`config.mk`:
```
export PLATFORM = sky130hd
export DESIGN_NAME = dual_bank_bridge
export DESIGN_NICKNAME = d
export VERILOG_FILES = /design/src/rtl/dbb_pkg.sv /design/src/rtl/dbb_ctrl_regs.sv /design/src/rtl/dbb_host_map.sv /design/src/rtl/dbb_cop_map.sv /design/src/rtl/dual_bank_bridge.sv
export SDC_FILE = /design/constraint.sdc
export NUM_CORES = 1
export LEC_CHECK = 0
export BUFFER_PORTS_ARGS = -buffer_cell sky130_fd_sc_hd__buf_2
export CELL_PAD_IN_SITES_DETAIL_PLACEMENT = 0
export CELL_PAD_IN_SITES_GLOBAL_PLACEMENT = 1
export CORE_MARGIN = 2
export CORE_UTILIZATION = 27
export DETAILED_ROUTE_END_ITERATION = 10
export MAX_ROUTING_LAYER = met4
export PLACE_DENSITY = 0.9
export SETUP_SLACK_MARGIN = 0.3
export SLEW_MARGIN = 10
export SYNTH_ARGS = -nofsm -noshare
export SYNTH_HDL_FRONTEND = slang
export SYNTH_SLANG_ARGS = --single-unit
```
`constraint.sdc`:
```
create_clock -name clk -period 5.35 [get_ports clk]
set_clock_uncertainty 0.15 [all_clocks]
set_input_delay 1.07 -clock clk [delete_from_list [all_inputs] [get_ports clk]]
set_output_delay 1.07 -clock clk [all_outputs]
set_load 0.02 [all_outputs]
```
`src/rtl/dbb_pkg.sv`:
```
package dbb_pkg;
   localparam int DATA_W  = 8;
   localparam int ADDR_W  = 16;
   localparam int WIN_AW  = 14;
   localparam int BANK_AW = WIN_AW + 1;
   localparam int N_BANKS = 2;

   typedef struct packed {
      logic                cs;
      logic                we;
      logic [BANK_AW-1:0]  off;
      logic [DATA_W-1:0]   wdata;
   } bank_req_t;

   typedef struct packed {
      logic sem;
      logic hub;     // host upper sub-window enable
      logic hlb;     // host lower sub-window enable
      logic hhalf;
      logic own;
      logic srst;
      logic win;
      logic chalf;
   } ctl_t;
endpackage

```
`src/rtl/dbb_ctrl_regs.sv`:
```
module dbb_ctrl_regs
   import dbb_pkg::*;
#(
   parameter bit H_SEM_INV = 1'b0,
   parameter bit C_SEM_INV = 1'b0
) (
   input  logic              clk,
   input  logic              rst_n,
   input  logic              h_reg_wr,
   input  logic [5:0]        h_wbits,   // {b7,b5,b4,b3,b1,b0}
   input  logic              c_reg_wr,
   input  logic [2:0]        c_wbits,   // {b7,b6,b5}
   output ctl_t              ctl,
   output logic [DATA_W-1:0] h_reg_rd,
   output logic [DATA_W-1:0] c_reg_rd,
   output logic              cop_reset
);
   logic c_we_ok, h_sem_new, c_sem_new, h_sem_view, c_sem_view;

   assign c_we_ok = c_reg_wr & ctl.srst;

   generate
      if (H_SEM_INV) begin : g_h_inv
         assign h_sem_new  = ~h_wbits[5];
         assign h_sem_view = ~ctl.sem;
      end else begin : g_h_pass
         assign h_sem_new  = h_wbits[5];
         assign h_sem_view = ctl.sem;
      end
      if (C_SEM_INV) begin : g_c_inv
         assign c_sem_new  = ~c_wbits[2];
         assign c_sem_view = ~ctl.sem;
      end else begin : g_c_pass
         assign c_sem_new  = c_wbits[2];
         assign c_sem_view = ctl.sem;
      end
   endgenerate

   always_ff @(posedge clk or negedge rst_n) begin
      if (!rst_n) begin
         ctl <= '{sem:1'b1, hub:1'b0, hlb:1'b0, hhalf:1'b1, own:1'b0,
                  srst:1'b0, win:1'b0, chalf:1'b1};
      end else begin
         if (h_reg_wr) begin
            ctl.hub   <= h_wbits[4];
            ctl.hlb   <= h_wbits[3];
            ctl.hhalf <= h_wbits[2];
            ctl.own   <= h_wbits[1];
            ctl.srst  <= h_wbits[0];
         end
         if (h_reg_wr)     ctl.sem <= h_sem_new;
         else if (c_we_ok) ctl.sem <= c_sem_new;
         if (!ctl.srst) begin
            ctl.win   <= 1'b0;
            ctl.chalf <= 1'b1;
         end else if (c_we_ok) begin
            ctl.win   <= c_wbits[1];
            ctl.chalf <= c_wbits[0];
         end
      end
   end

   assign h_reg_rd  = {h_sem_view, 1'b1, ctl.hub, ctl.hlb, ctl.hhalf, 1'b1, ctl.own, ctl.srst};
   assign c_reg_rd  = {c_sem_view, ctl.win, ctl.chalf, 5'b11111};
   assign cop_reset = ~ctl.srst;

   p_cop_default_r6: assert property (@(posedge clk) disable iff (!rst_n)
      !ctl.srst |=> (!ctl.win && ctl.chalf));
   p_sem_host_wins_r8: assert property (@(posedge clk) disable iff (!rst_n)
      (h_reg_wr && c_reg_wr && ctl.srst) |=> (ctl.sem == $past(h_sem_new)));
   p_sem_hold_r7: assert property (@(posedge clk) disable iff (!rst_n)
      (!h_reg_wr && !c_reg_wr) |=> $stable(ctl.sem));
endmodule

```
`src/rtl/dbb_host_map.sv`:
```
module dbb_host_map
   import dbb_pkg::*;
#(
   parameter logic [15:0] REG_ADDR = 16'hD5C0
) (
   input  logic              clk,
   input  logic              rst_n,
   input  logic [ADDR_W-1:0] addr,
   input  logic [DATA_W-1:0] wdata,
   input  logic              rd,
   input  logic              wr,
   input  logic              lo_en,
   input  logic              hi_en,
   input  logic              half,
   output bank_req_t         req,
   output logic              reg_sel,
   output logic              local_cs
);
   logic win_hit, bank_hit;

   assign win_hit  = (addr[ADDR_W-1:WIN_AW] == 2'b10);
   assign bank_hit = win_hit & (addr[WIN_AW-1] ? hi_en : lo_en);
   assign reg_sel  = (addr == REG_ADDR);
   assign local_cs = (rd | wr) & ~bank_hit & ~reg_sel;

   assign req.cs    = bank_hit & (rd | wr);
   assign req.we    = bank_hit & wr;
   assign req.off   = {half, addr[WIN_AW-1:0]};
   assign req.wdata = wdata;

   p_host_window_r2: assert property (@(posedge clk) disable iff (!rst_n)
      req.cs |-> (addr >= 16'h8000 && addr <= 16'hBFFF));
endmodule

```
`src/rtl/dbb_cop_map.sv`:
```
module dbb_cop_map
   import dbb_pkg::*;
#(
   parameter logic [15:0] REG_BASE = 16'h0200
) (
   input  logic              clk,
   input  logic              rst_n,
   input  logic [ADDR_W-1:0] addr,
   input  logic [DATA_W-1:0] wdata,
   input  logic              rd,
   input  logic              wr,
   input  logic              win,
   input  logic              half,
   output bank_req_t         req,
   output logic              reg_sel,
   output logic              local_cs
);
   logic [1:0] base;
   logic       bank_hit;

   if (REG_BASE[3:0] != 4'h0) begin : g_bad_base
      $error("REG_BASE must be 16-byte aligned");
   end

   assign base     = win ? 2'b01 : 2'b11;
   assign bank_hit = (addr[ADDR_W-1:WIN_AW] == base);
   assign reg_sel  = (addr[ADDR_W-1:4] == REG_BASE[15:4]);
   assign local_cs = (rd | wr) & ~bank_hit & ~reg_sel;

   assign req.cs    = bank_hit & (rd | wr);
   assign req.we    = bank_hit & wr;
   assign req.off   = {half, addr[WIN_AW-1:0]};
   assign req.wdata = wdata;

   p_cop_window_r4: assert property (@(posedge clk) disable iff (!rst_n)
      req.cs |-> (addr[15] == !win && addr[14]));
endmodule

```
`src/rtl/dual_bank_bridge.sv`:
```
module dual_bank_bridge
   import dbb_pkg::*;
#(
   parameter bit          H_SEM_INV  = 1'b0,
   parameter bit          C_SEM_INV  = 1'b0,
   parameter logic [15:0] H_REG_ADDR = 16'hD5C0,
   parameter logic [15:0] C_REG_BASE = 16'h0200
) (
   input  logic                              clk,
   input  logic                              rst_n,
   input  logic [ADDR_W-1:0]                 h_addr,
   input  logic [DATA_W-1:0]                 h_wdata,
   input  logic                              h_rd,
   input  logic                              h_wr,
   output logic [DATA_W-1:0]                 h_rdata,
   output logic                              h_local_cs,
   input  logic [ADDR_W-1:0]                 c_addr,
   input  logic [DATA_W-1:0]                 c_wdata,
   input  logic                              c_rd,
   input  logic                              c_wr,
   output logic [DATA_W-1:0]                 c_rdata,
   output logic                              c_local_cs,
   output logic                              cop_reset,
   output logic [N_BANKS-1:0]                bank_cs,
   output logic [N_BANKS-1:0]                bank_we,
   output logic [N_BANKS-1:0][BANK_AW-1:0]   bank_addr,
   output logic [N_BANKS-1:0][DATA_W-1:0]    bank_wdata,
   input  logic [N_BANKS-1:0][DATA_W-1:0]    bank_rdata
);
   if (DATA_W != 8 || ADDR_W != 16 || N_BANKS != 2) begin : g_bad_geom
      $error("bridge geometry is fixed by the register bit layout");
   end

   ctl_t              ctl;
   bank_req_t         hreq, creq;
   logic              h_reg_sel, c_reg_sel;
   logic [DATA_W-1:0] h_reg_rd, c_reg_rd;

   dbb_ctrl_regs #(.H_SEM_INV(H_SEM_INV), .C_SEM_INV(C_SEM_INV)) u_regs (
      .clk(clk), .rst_n(rst_n),
      .h_reg_wr(h_wr & h_reg_sel),
      .h_wbits({h_wdata[7], h_wdata[5:3], h_wdata[1:0]}),
      .c_reg_wr(c_wr & c_reg_sel),
      .c_wbits(c_wdata[7:5]),
      .ctl(ctl), .h_reg_rd(h_reg_rd), .c_reg_rd(c_reg_rd), .cop_reset(cop_reset));

   dbb_host_map #(.REG_ADDR(H_REG_ADDR)) u_hmap (
      .clk(clk), .rst_n(rst_n), .addr(h_addr), .wdata(h_wdata), .rd(h_rd), .wr(h_wr),
      .lo_en(ctl.hlb), .hi_en(ctl.hub), .half(ctl.hhalf),
      .req(hreq), .reg_sel(h_reg_sel), .local_cs(h_local_cs));

   dbb_cop_map #(.REG_BASE(C_REG_BASE)) u_cmap (
      .clk(clk), .rst_n(rst_n), .addr(c_addr), .wdata(c_wdata), .rd(c_rd), .wr(c_wr),
      .win(ctl.win), .half(ctl.chalf),
      .req(creq), .reg_sel(c_reg_sel), .local_cs(c_local_cs));

   for (genvar b = 0; b < N_BANKS; b++) begin : g_bank
      logic host_owns;
      assign host_owns     = (ctl.own == b[0]);
      assign bank_cs[b]    = host_owns ? hreq.cs    : creq.cs;
      assign bank_we[b]    = host_owns ? hreq.we    : creq.we;
      assign bank_addr[b]  = host_owns ? hreq.off   : creq.off;
      assign bank_wdata[b] = host_owns ? hreq.wdata : creq.wdata;
   end

   always_comb begin
      if (h_reg_sel)    h_rdata = h_reg_rd;
      else if (hreq.cs) h_rdata = bank_rdata[ctl.own];
      else              h_rdata = '1;
      if (c_reg_sel)    c_rdata = c_reg_rd;
      else if (creq.cs) c_rdata = bank_rdata[~ctl.own];
      else              c_rdata = '1;
   end

   p_cross_own_r1: assert property (@(posedge clk) disable iff (!rst_n)
      (hreq.cs && creq.cs) |-> (bank_cs == 2'b11));
endmodule

```
==> metrics.md, run 1 <==
| Metric | Value |
|---|---|
| Final nets | roughly 360 |
| R2R depth | 1 |
| Hold/Removal Path Class | flip-flop to flip-flop |
| CTS Buffer Depth | 2 |
| Grt met1 use | roughly a fifth |
| Post-Syn Area | between 1000 and 1500 µm² |
| Max Freq | roughly 260 MHz |
| Non-Filler Instances | between 300 and 400 |
| Top Ports | 139 |
| First-pass GRT wire length | around 7100 µm |
| CP max-delay cell | nor2b_1 |
| DIE HEIGHT | between 70 and 80 µm |
| DRC viols | 0 |
| Sinks on the clock net | 8 |
| Layout Area Growth over Synthesis | 53.4% |
| Fin crit period | about 3.8 ns |
| Die X | 77.6 µm |
| Slack of the critical path | about 1.5 ns |
| Worst Hold End | u_regs.c_reg_rd[5]$_DFFE_PN1P_ |
| Slew Limit Fails | 0 |
| Register bit total from synthesis | 8 |
| Antenna Diode Count | 0 |
| Via Count | 1689 |
| Via/cell ratio | between 4 and 5 |
| DIE AREA | 6030 µm² |
| WHS Path Cells | 1 |
| Inserted Clock Buffers | 3 |
| PwrDens | around 110 nW/µm² |
| Setup TNS | 0 ns |
| Hold slack final | approximately 0.37 ns |
| RSZ-0062 raised after global routing | no |
| Worst-path fanout max | 9 |
| Clk_lat worst skew | roughly 0.22 ns |
| Setup Buffers After CTS | 0 |
| Seq/Total Area, Yosys | 13.9% |
| Worst Tran Pin Value | about 1.1 ns |
| Total global routing overflow | 0 |
| Most frequent cells in the layout | buf_2, mux2_2, mux2i_1 |
| CP Cell Sequence | buf_2, mux2_1, and3b_1, nor2b_1, mux2_2, buf_2 |
| Ys Warns | 0 |
| Mapped Nets | roughly 220 |
| Worst path max stage delay | roughly 0.53 ns |
| Required time of the worst setup path | between 4 and 5 ns |
| Wire per inst | around 14 µm |
| DRT Pass-1 Iters | 4 |
| GR Layer Usage met2 | 24.1% |
| CTS Hold Buffers Added | 0 |
| # H-tree levels | 1 |
| Mean Syn Cell Area | 9.63 µm² |
| Finished Core Util | 43.4% |
| VDD IR-drop max | 0.0925 mV |
| GPL Wtd Cong | slightly above 0.8 |
| R2R Path Start | u_regs.ctl[3]$_DFFE_PN0P_ |
| Rel. slew slack | approximately a quarter |
| Synth cell types | 32 |
| Outcome | completed |
| Global Route Usage Sum | between 10 and 15% |
| DRT antenna net count | 0 |
| Number of global-route vias before repair | approximately 1500 |
| Root buf cell | clkbuf_8 |
| Critical path endpoint category | output port |
| Setup crit start kind | input pin |
| Min-delay src | u_regs.ctl[2]$_DFFE_PN0P_ |
| Placed cell count | 350 |
| Post-Syn Instances | around 150 |
| Reg-to-reg critical path endpoint | u_regs.ctl[3]$_DFFE_PN0P_ |
| Pre-CTS WS | roughly 1.5 ns |
| Critical path arrival | between 2 and 3 ns |
| Met3 GRT Util | between 3 and 4% |
| Final setup vio count | 0 |
| DP Wirelength | between 3000 and 4000 µm |
| Initial DRC count | 56 |
| Final WL | 4830 µm |
| Lkg Pwr | ~0.0011 µW |
| Pin count of the biggest net entering global routing | between 50 and 60 |
| Crit share post-route | 71.4% |
| Initial antenna violation count | 0 |
| Fin. Hold Viols | 0 |
| Resize count post-CTS | 0 |
| Share of layout cells above drive strength 1 | 72.9% |
| Crit path kind | input pin to output port |
| Core box area | approximately 5200 µm² |
| Core Rows | 26 |
| Most frequent CP cell | buf_2 |
| Commonest non-fill, non-tap cell in the layout | buf_2 |
| CTS clk-pin slew, worst paths | roughly 0.040 ns |
| CTS tree | built |
| Grt peak-use layer | met2 |
| Port Buffers | between 100 and 150 |
| Starting Density | approximately 28% |
| Max_cap viols | 0 |
| R2R setup slack | about 3.7 ns |
## where the power goes
part           switching (µW)  internal, µW
registers              0.0682          60.9
clock network            23.1          51.6
logic                    64.2          51.3
## through the flow
step	total power (µW)	instance area [µm²]
final	251	2250
after detailed placement	178	2200
after global routing	266	2250
after floorplan	119	1460
after CTS	254	2250
after global placement	176	2200
## synth_stat cells, drive strengths merged
master,n,area [µm²]
and4b,1,10.0
and3b,1,8.76
or2,1,6.26
o21ai,5,25.0
a21oi,8,40.0
nor2,11,41.3
nor3,1,5.00
nand3,3,15.0
inv,3,11.3
clkbuf,6,22.5
xor2,1,8.76
nand4bb,1,11.3
buf,5,27.5
mux2,56,653
nor3b,1,7.51
nor4b,3,62.6
and2,2,12.5
nand4,3,33.8
nand2,10,37.5
dfstp,3,78.8
mux2i,17,170
nor4,2,25.0
and4bb,1,12.5
dfrtp,5,125
nor2b,2,12.5
## state kept, by name, summed over array words and instances, names as in the netlist
name	flops
u_regs.ctl	5
u_regs.c_sem_view	1
u_regs.c_reg_rd	2
## metal layers
metal	vias to the layer above	wire length, µm
met5	-	0
met4	0	14
met3	2	451
met2	89	2340
met1	767	2030
li1	831	-
## kinds of logic (layout without fill, tap and decap cells)
family | after synthesis | count (layout) | synth area share, %
buf+inv | 14 | 146 | 4.19
compound gates | 13 | 13 | 4.44
simple gates | 43 | 43 | 20.6
xor+xnor | 1 | 1 | 0.598
mux | 73 | 73 | 56.2
flops | 8 | 8 | 13.9
## how the worst max path moves through the flow
stage	from	end	slack (ns)	cells past startpoint
floorplan	h_addr[13]	h_rdata[0]	1.88	5
CTS	h_addr[13]	bank_cs[1]	1.53	6
global route	h_addr[13]	bank_cs[1]	1.39	6
detailed placement	h_addr[13]	bank_cs[1]	1.54	6
global placement	h_addr[13]	bank_cs[1]	1.59	6
finish	h_addr[13]	bank_cs[1]	1.53	6
## worst max-delay path: cells and delay by family
family	cells	cell delay (ns)
AND/OR/NAND/NOR	2	0.76
multiplexers	2	0.49
buffers and inverters	2	0.28
## layout make-up
class,count,area [µm²]
multi-input combinational,130,1200
timing repair buffer,139,698
sequential,8,205
clock buffer,4,45.0
inverter,3,11.3
tap,70,87.6
fill,530,2930
Note: power is estimated with default switching activity, not from simulation.
==> inputs of run 2 (changes only) <==
ABC_AREA = 1   (was not set)
CORE_UTILIZATION = 22   (was 27)
PLACE_DENSITY = 0.82   (was 0.9)
clock period = 3.81 ns   (was 5.35 ns; I/O delays follow)
==> run 2 against run 1 <==
Clock power increased by 45%. Synthesized area increased by 7.2%. Wire length increased by 23%. Critical path depth decreased by 1. Critical endpoint is now c_rdata[1]. Critical path type is now flip-flop to output port. Die area increased by 30%. Combinational power increased by 43%. Power increased by 43%. First-iteration DRC count increased by 100%. Cell area increased by 5.1%.
==> metrics.md, run 2 <==
| Metric | Value |
|---|---|
| Clk_lat worst skew | 0.23 ns (about the same) |
| Worst-path fanout max | 58 (+49) |
| Share of layout cells above drive strength 1 | 39.8% (-33 points) |
| Initial antenna violation count | 0 (unchanged) |
| DRT antenna net count | 0 (unchanged) |
| Top Ports | 139 (unchanged) |
| CP delay by family, top | buffers and inverters |
| Reg-to-reg critical path endpoint | u_regs.ctl[3]$_DFFE_PN0P_ |
| Crit share post-route | roughly 74% |
| Setup Buffers After CTS | 0 (unchanged) |
| Wire per inst | 11.2 µm (-18%) |
| Inserted Clock Buffers | 3 (unchanged) |
| Required time of the worst setup path | 2.90 ns (-1.23 ns) |
| Root buf cell | clkbuf_8 |
| Via Count | 2277 (+35%) |
| Clock Power Share | 30.2% (+0.5 points) |
| Number of synthesized flops with an enable pin | 0 (unchanged) |
| DRT Pass-1 Iters | 4 (unchanged) |
| Setup TNS | 0 ns (unchanged) |
| Mean Syn Cell Area | 5.13 µm² (-47%) |
| Layout Area Growth over Synthesis | 50.5% |
| Number of global-route vias before repair | 1955 (+30%) |
| Commonest cells in the netlist | nand2_1, o21ai_0, inv_1 |
| Die X | 88.5 µm (+14%) |
| Hold/Removal Path Class | input pin to async pin |
| Total global routing overflow | 0 (unchanged) |
| R2R Path Start | u_regs.ctl[3]$_DFFE_PN0P_ |
| Top-count cell post-synth | nand2_1 |
| Top cell type by total area after synthesis | nand2_1 |
| Slew Limit Fails | 0 (unchanged) |
| Lkg Pwr | 0.00130 µW (+20%) |
| DIE HEIGHT | 88.5 µm (+14%) |
| Post-Syn Instances | 306 (+100%) |
| Cell area reported after detailed placement | 2320 µm² (+5.2%) |
| Register bit total from synthesis | 8 (unchanged) |
| # H-tree levels | 1 (unchanged) |
| Worst Tran Pin Value | 0.844 ns (-0.289 ns) |
| Critical path arrival | 1.92 ns (-0.68 ns) |
| Async S/R FF share, synth | 100% (unchanged) |
| Setup crit start kind | flip-flop |
| Worst path max stage delay | 0.60 ns (+0.07 ns) |
| Final nets | 506 (+43%) |
| DIE AREA | 7820 µm² (+30%) |
| Critical path endpoint category | output port |
| Fin crit period | 2.83 ns |
| CP max-delay cell | inv_2 |
| Synth Flop Type | dfrtp_1 |
| Top cells by area, synth | nand2_1, o21ai_0, inv_1 |
| Ys Warns | 0 (unchanged) |
| Sw Share | 38.5% (+3.7 points) |
| DP Wirelength | 4910 µm (+23%) |
| Most frequent CP cell | nor2_1 |
| Rel. slew slack | 43.7% (+19 points) |
| Most frequent cells in the layout | buf_2, nand2_1, o21ai_0 |
| R2R depth | 3 (+2) |
| CTS Hold Buffers Added | 0 (unchanged) |
| CTS tree | built |
| Initial DRC count | 113 (+100%) |
| Outcome | completed |
| CTS clk-pin slew, worst paths | 0.04 ns (about the same) |
| Global Route Usage Sum | 15.0% (+0.41 points) |
| Max Freq | 353 MHz |
| VDD IR-drop max | 0.0767 mV (-17%) |
| Largest register FFs | 5 (unchanged) |
| Port Buffers | 138 (unchanged) |
| Core Rows | 30 (+15%) |
| Crit path kind | flip-flop to output port |
| Crit. Startpoint | u_regs.ctl[3]$_DFFE_PN0P_ |
| Max_cap viols | 0 (unchanged) |
| Via/cell ratio | 4.29 (-10%) |
| CTS Buffer Depth | 2 (unchanged) |
| Sinks on the clock net | 8 (unchanged) |
| Final setup vio count | 0 (unchanged) |
| Pin count of the biggest net entering global routing | 63 (+13%) |
| Design area | 2360 µm² (+5.1%) |
| Most flops, register | u_regs.ctl |
| GPL Wtd Cong | 0.752 (-7.6%) |
| RSZ-0062 raised after global routing | no |
| Seq/Total Area, Yosys | 13.0% (-0.93 points) |
| DRC viols | 0 (unchanged) |
| Starting Density | 23.0% (-5.3 points) |
| Resize count post-CTS | 0 (unchanged) |
| Seq pwr share | 23.9% (-0.4 points) |
| Top cell type's share of synthesized area | 26.1% (-12 points) |
| Comb pwr share | 45.9% (about the same) |
| Worst Path Buf+Inv | 2 (unchanged) |
| CP Cell Sequence | inv_2, nand2_1, nor2_1, nor2_1, buf_2 |
| Sw power | 138 µW (+58%) |
| PwrDens | 152 nW/µm² (+36%) |
| First-pass GRT wire length | 9100 µm (+27%) |
| Post-Syn Area | 1570 µm² (+7.2%) |
| Antenna Diode Count | 0 (unchanged) |
| Synth cell types | 25 (-22%) |
| Mapped Nets | 376 (+69%) |
| R2R setup slack | 2.59 ns (-1.13 ns) |
| Commonest non-fill, non-tap cell in the layout | buf_2 |
| Fin. Hold Viols | 0 (unchanged) |
| Pint | 220 µW (+34%) |
| Final WL | 5950 µm (+23%) |
| Core box area | 6830 µm² (+32%) |
## run 2: changes by cell type after synthesis, sizes merged, moves of 2 or more
cell	previous run	this run
nor2b	2	0
nor2	11	39
mux2i	17	0
o21ai	5	63
nor4	2	0
nand3	3	18
buf	5	7
nor4b	3	0
nand2	10	114
a21oi	8	2
mux2	56	0
inv	3	40
## run 2: power groups by stage
stage	combinational, µW	clock [µW]	sequential (µW)
after floorplan	82.2	0	86.6
after global placement	164	0	86.6
after detailed placement	166	0	86.6
after CTS	166	112	85.5
after global routing	182	116	85.4
final	164	108	85.5
## run 2: worst reg2reg max path, stage by stage (launching register included)
cell and delay, ns:
dfrtp_2 0.35, buf_4 0.47, nand2_2 0.10, o21ai_2 0.07
## run 2: stage by stage
stage / cells / worst slack, ns / utilization, % / total power [µW] / hold WS, ns
2_1_floorplan: 306 / 1.20 / - / 169 / 0.311
3_3_place_gp: 527 / 1.04 / 33.9 / 250 / 0.323
3_5_place_dp: 527 / 1.01 / 33.9 / 252 / 0.325
4_1_cts: 531 / 0.903 / 34.6 / 364 / 0.210
5_1_grt: 531 / 0.711 / 34.6 / 383 / 0.219
6_report: 531 / 0.977 / 34.6 / 358 / 0.209
## run 2: worst max-delay path by stage
stage / cells past startpoint / slack, ns / to
after detailed placement: 10 / 1.01 / h_rdata[6]
after global routing: 5 / 0.71 / c_rdata[4]
after CTS: 5 / 0.90 / c_rdata[1]
final: 5 / 0.98 / c_rdata[1]
after global placement: 10 / 1.04 / h_rdata[2]
after floorplan: 6 / 1.20 / h_local_cs
## run 2: per-layer routing
| layer | routed length, µm | track usage [%] | share of wire [%] | up-vias |
|---|---|---|---|---|
| li1 | - | - | - | 1218 |
| met1 | 2770 | 20.1 | 47 | 964 |
| met2 | 2690 | 23.6 | 45 | 93 |
| met3 | 472 | 2.71 | 7.9 | 2 |
| met4 | 14 | 3.17 | 0.24 | 0 |
| met5 | 0 | - | 0 | - |
## run 2: cells by family after synthesis
kind of cell	share of synthesized area, %
compound gates	22.4
buf+inv	14.2
flops	13.0
simple gates	50.4
## run 2: final cells by class
type,count,area (µm²)
clock buffer,4,45.0
tap,96,120
fill,811,4470
timing repair buffer,139,698
inverter,40,150
multi-input combinational,244,1140
sequential,8,205
